==> config.mk <==
export PLATFORM = sky130hd
export DESIGN_NAME = bcd_date_counter
export DESIGN_NICKNAME = d
export VERILOG_FILES = /design/src/rtl/bcd_date_pkg.sv /design/src/rtl/bcd_leap_dec.sv /design/src/rtl/bcd_month_dec.sv /design/src/rtl/bcd_year_inc.sv /design/src/rtl/bcd_date_counter.sv
export SDC_FILE = /design/constraint.sdc
export NUM_CORES = 1
export LEC_CHECK = 0
export BUFFER_PORTS_ARGS = -buffer_cell sky130_fd_sc_hd__buf_2
export CORE_UTILIZATION = 25
export DETAILED_ROUTE_END_ITERATION = 8
export PLACE_DENSITY = 0.46
export RECOVER_POWER = 100
export SYNTH_ARGS = -nofsm -noshare
export SYNTH_HDL_FRONTEND = slang
export SYNTH_HIERARCHICAL = 1
export SYNTH_SLANG_ARGS = --single-unit
==> constraint.sdc <==
create_clock -name clk -period 7.1 [get_ports clk]
set_input_delay 1.775 -clock clk [delete_from_list [all_inputs] [get_ports clk]]
set_output_delay 1.775 -clock clk [all_outputs]
set_load 0.05 [all_outputs]
==> src/rtl/bcd_date_pkg.sv <==
package bcd_date_pkg;

    typedef enum logic [0:0] {
        ST_RUN = 1'b0,
        ST_SET = 1'b1
    } date_mode_e;

    localparam int DIGIT_W = 4;

    // Divisible by 4 from a tens/units digit pair.
    function automatic logic by_four(input logic [3:0] tens, input logic [3:0] units);
        logic even_units_ok;
        logic odd_units_ok;
        even_units_ok = (units == 4'd0) || (units == 4'd4) || (units == 4'd8);
        odd_units_ok  = (units == 4'd2) || (units == 4'd6);
        return tens[0] ? odd_units_ok : even_units_ok;
    endfunction

    // Two-digit BCD increment, 99 wraps to 00.
    function automatic logic [7:0] bcd2_inc(input logic [7:0] v);
        logic [7:0] r;
        if (v[3:0] == 4'd9) begin
            r[3:0] = 4'd0;
            r[7:4] = (v[7:4] == 4'd9) ? 4'd0 : v[7:4] + 4'd1;
        end else begin
            r[3:0] = v[3:0] + 4'd1;
            r[7:4] = v[7:4];
        end
        return r;
    endfunction

    // Last day of a BCD month.
    function automatic logic [7:0] month_last(input logic [7:0] m, input logic leap);
        logic [7:0] r;
        unique case (m)
            8'h01, 8'h03, 8'h05, 8'h07, 8'h08, 8'h10, 8'h12: r = 8'h31;
            8'h04, 8'h06, 8'h09, 8'h11:                      r = 8'h30;
            default:                                         r = leap ? 8'h29 : 8'h28;
        endcase
        return r;
    endfunction

endpackage

==> src/rtl/bcd_leap_dec.sv <==
module bcd_leap_dec (
    input  logic [15:0] year_bcd,
    output logic        leap
);
    import bcd_date_pkg::*;

    logic low_zero;
    logic low_div4;
    logic high_div4;

    always_comb begin
        low_zero  = (year_bcd[7:0] == 8'h00);
        low_div4  = by_four(year_bcd[7:4], year_bcd[3:0]);
        high_div4 = by_four(year_bcd[15:12], year_bcd[11:8]);
        leap      = (low_div4 && !low_zero) || (low_zero && high_div4);
    end
endmodule

==> src/rtl/bcd_month_dec.sv <==
module bcd_month_dec (
    input  logic [7:0] month_bcd,
    input  logic       leap,
    output logic       is31,
    output logic       is30,
    output logic       isfeb,
    output logic [7:0] last_day
);
    import bcd_date_pkg::*;

    always_comb begin
        is31     = 1'b0;
        is30     = 1'b0;
        isfeb    = 1'b0;
        unique case (month_bcd)
            8'h01, 8'h03, 8'h05, 8'h07, 8'h08, 8'h10, 8'h12: is31 = 1'b1;
            8'h04, 8'h06, 8'h09, 8'h11:                      is30 = 1'b1;
            default:                                         isfeb = 1'b1;
        endcase
        last_day = month_last(month_bcd, leap);
    end
endmodule

==> src/rtl/bcd_year_inc.sv <==
module bcd_year_inc #(
    parameter int DIGITS = 4
) (
    input  logic [4*DIGITS-1:0] din,
    output logic [4*DIGITS-1:0] dout
);
    logic [DIGITS-1:0] carry_in;

    assign carry_in[0] = 1'b1;

    for (genvar g = 0; g < DIGITS; g++) begin : g_digit
        logic [3:0] dig;
        assign dig = din[4*g +: 4];
        assign dout[4*g +: 4] = carry_in[g] ? ((dig == 4'd9) ? 4'd0 : dig + 4'd1) : dig;
        if (g < DIGITS - 1) begin : g_chain
            assign carry_in[g+1] = carry_in[g] && (dig == 4'd9);
        end
    end
endmodule

==> src/rtl/bcd_date_counter.sv <==
module bcd_date_counter #(
    parameter logic [15:0] RESET_YEAR  = 16'h2000,
    parameter logic [7:0]  RESET_MONTH = 8'h01,
    parameter logic [7:0]  RESET_DAY   = 8'h01,
    parameter int          WDAYS       = 7,
    parameter int          RESET_WDAY  = 5
) (
    input  logic        clk,
    input  logic        rst_n,
    input  logic        day_tick,
    input  logic        set_mode,
    input  logic        inc_year,
    input  logic        inc_month,
    input  logic        inc_day,
    input  logic        inc_wday,
    output logic [15:0] year,
    output logic [7:0]  month,
    output logic [7:0]  day,
    output logic [2:0]  wday,
    output logic        leap_year,
    output logic        len31,
    output logic        len30,
    output logic        len_feb
);
    import bcd_date_pkg::*;

    localparam int          YEAR_DIGITS = 4;
    localparam logic [2:0]  WD_LAST     = 3'(WDAYS - 1);
    localparam logic [2:0]  WD_RESET    = 3'(RESET_WDAY);

    date_mode_e  state_q;
    logic        set_active;
    logic [15:0] year_q, year_n, year_plus;
    logic [7:0]  month_q, month_n, day_q, day_n;
    logic [2:0]  wday_q, wday_n, wday_plus;
    logic        leap_cur, leap_plus;
    logic [7:0]  last_cur;
    logic [7:0]  month_step;
    logic [7:0]  lim;

    assign set_active = (state_q == ST_SET);

    // Decoders
    bcd_leap_dec u_leap_cur  (.year_bcd(year_q),    .leap(leap_cur));
    bcd_leap_dec u_leap_next (.year_bcd(year_plus), .leap(leap_plus));

    bcd_month_dec u_month_dec (
        .month_bcd (month_q),
        .leap      (leap_cur),
        .is31      (len31),
        .is30      (len30),
        .isfeb     (len_feb),
        .last_day  (last_cur)
    );

    bcd_year_inc #(.DIGITS(YEAR_DIGITS)) u_year_inc (
        .din  (year_q),
        .dout (year_plus)
    );

    assign wday_plus  = (wday_q == WD_LAST) ? 3'd0 : wday_q + 3'd1;
    assign month_step = (month_q == 8'h12) ? 8'h01 : bcd2_inc(month_q);

    // State register
    always_ff @(posedge clk or negedge rst_n) begin
        if (!rst_n) begin
            state_q <= ST_RUN;
        end else begin
            state_q <= set_mode ? ST_SET : ST_RUN;
        end
    end

    // Next-date logic
    always_comb begin
        year_n  = year_q;
        month_n = month_q;
        day_n   = day_q;
        wday_n  = wday_q;
        lim     = last_cur;
        unique case (state_q)
            ST_RUN: begin
                if (day_tick) begin
                    wday_n = wday_plus;
                    if (day_q == last_cur) begin
                        day_n   = 8'h01;
                        month_n = month_step;
                        if (month_q == 8'h12) begin
                            year_n = year_plus;
                        end
                    end else begin
                        day_n = bcd2_inc(day_q);
                    end
                end
            end
            ST_SET: begin
                if (inc_year) begin
                    year_n = year_plus;
                    lim    = month_last(month_q, leap_plus);
                    day_n  = (day_q > lim) ? lim : day_q;
                end else if (inc_month) begin
                    month_n = month_step;
                    lim     = month_last(month_step, leap_cur);
                    day_n   = (day_q > lim) ? lim : day_q;
                end else if (inc_day) begin
                    day_n = (day_q == last_cur) ? 8'h01 : bcd2_inc(day_q);
                end else if (inc_wday) begin
                    wday_n = wday_plus;
                end
            end
        endcase
    end

    // Output registers
    always_ff @(posedge clk or negedge rst_n) begin
        if (!rst_n) begin
            year_q  <= RESET_YEAR;
            month_q <= RESET_MONTH;
            day_q   <= RESET_DAY;
            wday_q  <= WD_RESET;
        end else begin
            year_q  <= year_n;
            month_q <= month_n;
            day_q   <= day_n;
            wday_q  <= wday_n;
        end
    end

    assign year      = year_q;
    assign month     = month_q;
    assign day       = day_q;
    assign wday      = wday_q;
    assign leap_year = leap_cur;
endmodule

# ---- After elaboration in Yosys (flattened, before gate mapping)
# Index checks and enable logic that the tools add are counted.
# Widths: inputs -> output; s select.
dict set report word_totals {
  output_inout_bits 39
  elab_cells 169
  reg_bits 36
  input_bits 8
}
dict set report classes {
  bitwise 1
  add_sub_neg 9
  n_eq_ne 60
  muxes 55
  order_cmp 2
  n_reduce_logical 37
}
# cell count
set op_table {}
lappend op_table {{$mux 8} 19}
lappend op_table {{$eq 8x3->1 const B} 8}
lappend op_table {{$mux 16} 4}
lappend op_table {{$eq 4x4->1 const B} 12}
lappend op_table {{$eq 8x5->1 const B} 6}
lappend op_table {{$mux 4} 9}
lappend op_table {{$add 4x1->4 const B} 8}
lappend op_table {{$eq 4x3->1 const B} 8}
lappend op_table {{$eq 8x4->1 const B} 4}
lappend op_table {{$pmux 16 s2} 1}
lappend op_table {{$pmux 8 s2} 2}
lappend op_table {{$pmux 5 s2} 3}
lappend op_table {{$mux 3} 6}
lappend op_table {{$ne 2x2->1 const B} 9}
lappend op_table {{$eq 4x2->1 const B} 4}
lappend op_table {{$eq 8x1->1 const B} 2}
lappend op_table {{$eq 8x2->1 const B} 2}
lappend op_table {{$gt 8x8->1} 2}
lappend op_table {{$logic_not 4->1} 4}
lappend op_table {{$logic_not 8->1} 2}
lappend op_table {{$logic_or 1x1->1} 14}
lappend op_table {{$reduce_or 7->1} 2}
lappend op_table {{$reduce_and 4->1} 3}
lappend op_table {{$reduce_or 11->1} 1}
lappend op_table {{13 further kinds} 29}

# ---- Depth between registers and ports, before layout
dict set report logic_depth {
  depth_word 17
  depth_mapped 18
  ltp_nobuf 16
}

# ---- Hierarchy
# Netlist, hierarchy kept.
# mod area_each_um2 cells_each seq_area_each_um2 instances
set modules_own_cells {}
lappend modules_own_cells {bcd_date_counter 2379.8 247 907.1 1}
lappend modules_own_cells {bcd_year_inc 365.4 57 0.0 1}
lappend modules_own_cells {bcd_leap_dec 87.6 10 0.0 2}
lappend modules_own_cells {bcd_month_dec 160.2 25 0.0 1}

# ---- Worst setup path before layout
# No wires, ideal clock.
dict set report synth_path {
  kind {flip-flop to output port}
  start {register month_q[3] (netlist: month[3])}
  end {output len31}
  t_required_ns 5.325
  path_slack_ns 3.190
  stages_incl_launch_ff 5
  arrival_ns 2.135
  n_path_buf 0
  cell_sequence {dfrtp_1 or3b_1 a211oi_2 a21oi_2 nor2_1}
}
dict set report synth_between {
  elab_chain_cells 3
  elab_cells_between_ends 9
  classes_between {7 x eq/ne; 1 x mux; 1 x reduce/logical}
}
# element line_no
set synth_lines {}
lappend synth_lines {{start: declaration} bcd_date_counter.sv:34} ;# logic [7:0] month_q, month_n, day_q, day_n;
lappend synth_lines {{start signal: assignment} bcd_date_counter.sv:122} ;# month_q <= month_n;
lappend synth_lines {{$eq 8x5->1 (tied with other cells)} bcd_month_dec.sv:15} ;# unique case (month_bcd)
lappend synth_lines {{$reduce_or 7->1 *} bcd_month_dec.sv:15}
lappend synth_lines {{$mux 1 *} bcd_month_dec.sv:15}
lappend synth_lines {{end: declaration} bcd_date_counter.sv:21} ;# output logic len31,
# Mark *: on every way between the ends. The rest lies on a longest branch, timed or not.

# ---- Worst setup path in the final report
dict set report layout_path {
  start {register month_q[0] (netlist: month[0])}
  end {register day_q[0] (netlist: day[0])}
}
dict set report layout_between {
  elab_chain_cells 13
  elab_cells_between_ends 52
  classes_between {1 x add/sub; 2 x order compare; 26 x eq/ne; 18 x mux; 5 x reduce/logical}
}
# element line_no
set layout_lines {}
lappend layout_lines {{parallel branches: the longest is 13 deep, another holds $gt 8x8->1} n/a}
lappend layout_lines {{end signal: assignment} bcd_date_counter.sv:123} ;# day_q <= day_n;
lappend layout_lines {{end: declaration} bcd_date_counter.sv:34}
# Parallel ways; which one is timed is not known. The select of a mux whose other input is x is not followed.
# A chain may end at the register's enable or synchronous reset.

==> out/results.txt <==
Core area = 0.0120 sq mm
Compound-Gate Fraction of Synth Area = 23.6%
Maximum vdd drop = 0.000179 V
Crit path kind = reg2reg
Maximum clock insertion buffer count = 2
PD cells = 418 mW/mm^2
Fin. Hold Viols = 0
Post-synth EDFFs = 0
# DRC = 0
Fmax = 234 MHz
Post-synthesis xor/xnor area fraction = 5.97%
Sequential share of the synthesized area = 29.4%
Setup WS pre-CTS = 2890 ps
Part of the cycle the worst path needs = 60.1%
DRT Wirelength = 7.78 mm
Ys Warns = 6
Post-CTS sizing = 0
Outcome = finished, violations left
Slew @ Worst Pin = 2100 ps
Hold WC Path Type = reg2reg
Initial antenna violation count = 0
IO Pins = 47
Clock sinks = 36
Unique cell type count in the Yosys netlist = 75
Largest net degree at the start of global routing = 37
Cell area after synthesis = 0.00308 sq mm
First-pass GRT wire length = 13.4 mm
CTS root buf = clkbuf_16
Row cnt = 40
Asr flop ratio synth = 100%
Critical Path Start Type = register
Inserted Clock Buffers = 5
Initial Util = 25.6%
Gr ovfl total = 0
Antenna diodes = 0
WP data required = 7290 ps
Number of global-route vias before repair = 2593
Most frequent cells after synthesis = 31 x dfrtp_1, 29 x nand2_1, 26 x nor2_1
Die area = 0.0128 sq mm
Wire per inst = 14.6 microns
Setup Skew = 6.16 ps
Final setup fails = 0
Worst Path Max Fanout = 21
Flops & latches, synth = 36
Hold Buf Count CTS = 0
Layout cell share with drive strength beyond 1 = 9.35%
Fin worst setup slack = 2830 ps
Post-layout util = 28.7%
Fin Setup TNS = 0 ps
GRT Total Usage = 12.8%
Finished Layout Cells = 532
Drt first pass iters = 4
Violated checks = capacitance limit, slew limit
DRT iter0 DRCs = 93
Routability congestion estimate = 0.754
Crit path DAT = 4450 ps
Cells after Synth = 349
Post-DRT Antenna Nets = 0
CTS tree = yes
Main combinational cell family by area after synthesis = compound AO/OA/AOI/OAI gates
Dominant synthesized flop cell = dfrtp_1
Avg Cell Area, Syn = 8.83 sq um
Htree depth = 2
Die Span Y = 113 microns
Max-slew headroom = -40.3%
Area contributors post-synth = dfrtp_1 25%, mux2_1 6.6%, xnor2_1 4.8%, dfstp_2 4.3%, nand2_1 3.5%
Clock slew at reported path FFs = 60 ps
Synth Area in Simple Gates = 23.2%
RSZ-0062 raised after global routing = false
Dpl cells = 524
LEAKAGE = 0.00137 uW
Max_cap viols = 2
Clk_lat worst skew = 280 ps
Final Critical Period = 4270 ps
Setup Buffers After CTS = 0
Post-detail-place hpwl = 5.54 mm
Total number of vias = 2715
Crit end category = register
PortBufs = 46
Post-Synth Adder-Cell Area = 3.25%
Most numerous cell in the Yosys netlist = dfrtp_1
Final hold slack = 523 ps
P&R area growth vs syn = 12.0%
Multiplexer share of the synthesized area = 8.61%
Area leader, netlist = dfrtp_1
Slew Viols, Final = 54
Final nets = 400
Vias/cell = 5.10
Die width = 113 microns
Post-synth top area share = 25.2%
==> cells in the final DEF, fill, tap and decap left out, types with 4 or more instances in the layout <==
cell type / count
ha_1: 8
conb_1: 5
nand4_1: 6
a31oi_1: 6
nor3_1: 4
nor2b_1: 12
buf_2: 6
xnor2_1: 17
dfstp_2: 4
a21o_1: 7
o31ai_1: 6
clkbuf_1: 42
o21ai_0: 23
mux2_1: 19
inv_1: 14
nand3b_1: 6
o21ai_1: 5
nor2_1: 27
nor4_2: 4
a211oi_1: 6
xor2_1: 4
a21oi_1: 14
clkbuf_16: 5
nand2_1: 29
dfrtp_1: 31
==> critical path, stage by stage (launching register included) <==
cell and delay, ps:
dfstp_1 1040, and4bb_1 490, o2111a_1 250, or2_1 110
a31o_1 130, nand2_1 70, or3b_1 380, ha_1 180
or3b_1 150, a21o_1 110, a21oi_1 60, o2111ai_1 210
nand2_1 290, a2111oi_0 600, a221oi_2 110
==> path summary, 6_finish.rpt <==
path / from / endpoint / slack [ps] / cells past startpoint
worst min register to register: wday[1] / wday[2] / 520 / 1
max in group asynchronous: rst_n / year[10] / 3790 / 1
min in group asynchronous: rst_n / year[2] / 2110 / 1
worst min-delay path: wday[1] / wday[2] / 520 / 1
worst max-delay path: month[0] / day[0] / 2830 / 14
worst max register to register: month[0] / day[0] / 2830 / 14
==> logic make-up after synthesis <==
family / Yosys count
AOI/OAI and AO/OA: 100
xor gates and xnor gates: 21
adders and majority gates: 8
buffers and inverters: 36
DFF: 36
muxes: 23
other: 2
and+or+nand+nor: 123
==> per-layer routing <==
metal | global-route usage [%] | vias to the layer above | wire length, microns
li1 | - | 1343 | -
met1 | 17.8 | 1310 | 3870
met2 | 20.8 | 53 | 3570
met3 | 2.04 | 9 | 240
met4 | 3.25 | 0 | 92
met5 | 0 | - | 0
==> metrics by stage <==
stage | cell area [sq um] | total power, uW
3_3_place_gp | 3390 | 1240
3_5_place_dp | 3390 | 1250
5_1_grt | 3450 | 1570
2_1_floorplan | 3090 | 1060
6_report | 3450 | 1440
4_1_cts | 3540 | 1490
==> report_power, final <==
group,switching (uW),total [uW],leakage (uW),internal [uW]
logic,502,767,0.000857,265
clock network,85.0,225,0.0000712,140
registers,181,451,0.000446,270
total,768,1440,0.00137,675
==> layout make-up <==
| type | instances | area (sq um) |
|---|---|---|
| clock buffer | 8 | 146 |
| inverter | 15 | 56.3 |
| fill | 1321 | 8560 |
| tap | 147 | 184 |
| timing repair buffer | 46 | 180 |
| sequential | 36 | 907 |
| multi-input combinational | 280 | 1980 |
==> registers in the layout (all words and copies together), names as in the netlist <==
register	count
year	16
day	8
month	8
wday	3
set_active	1
Power figures use the tool's default switching activity.
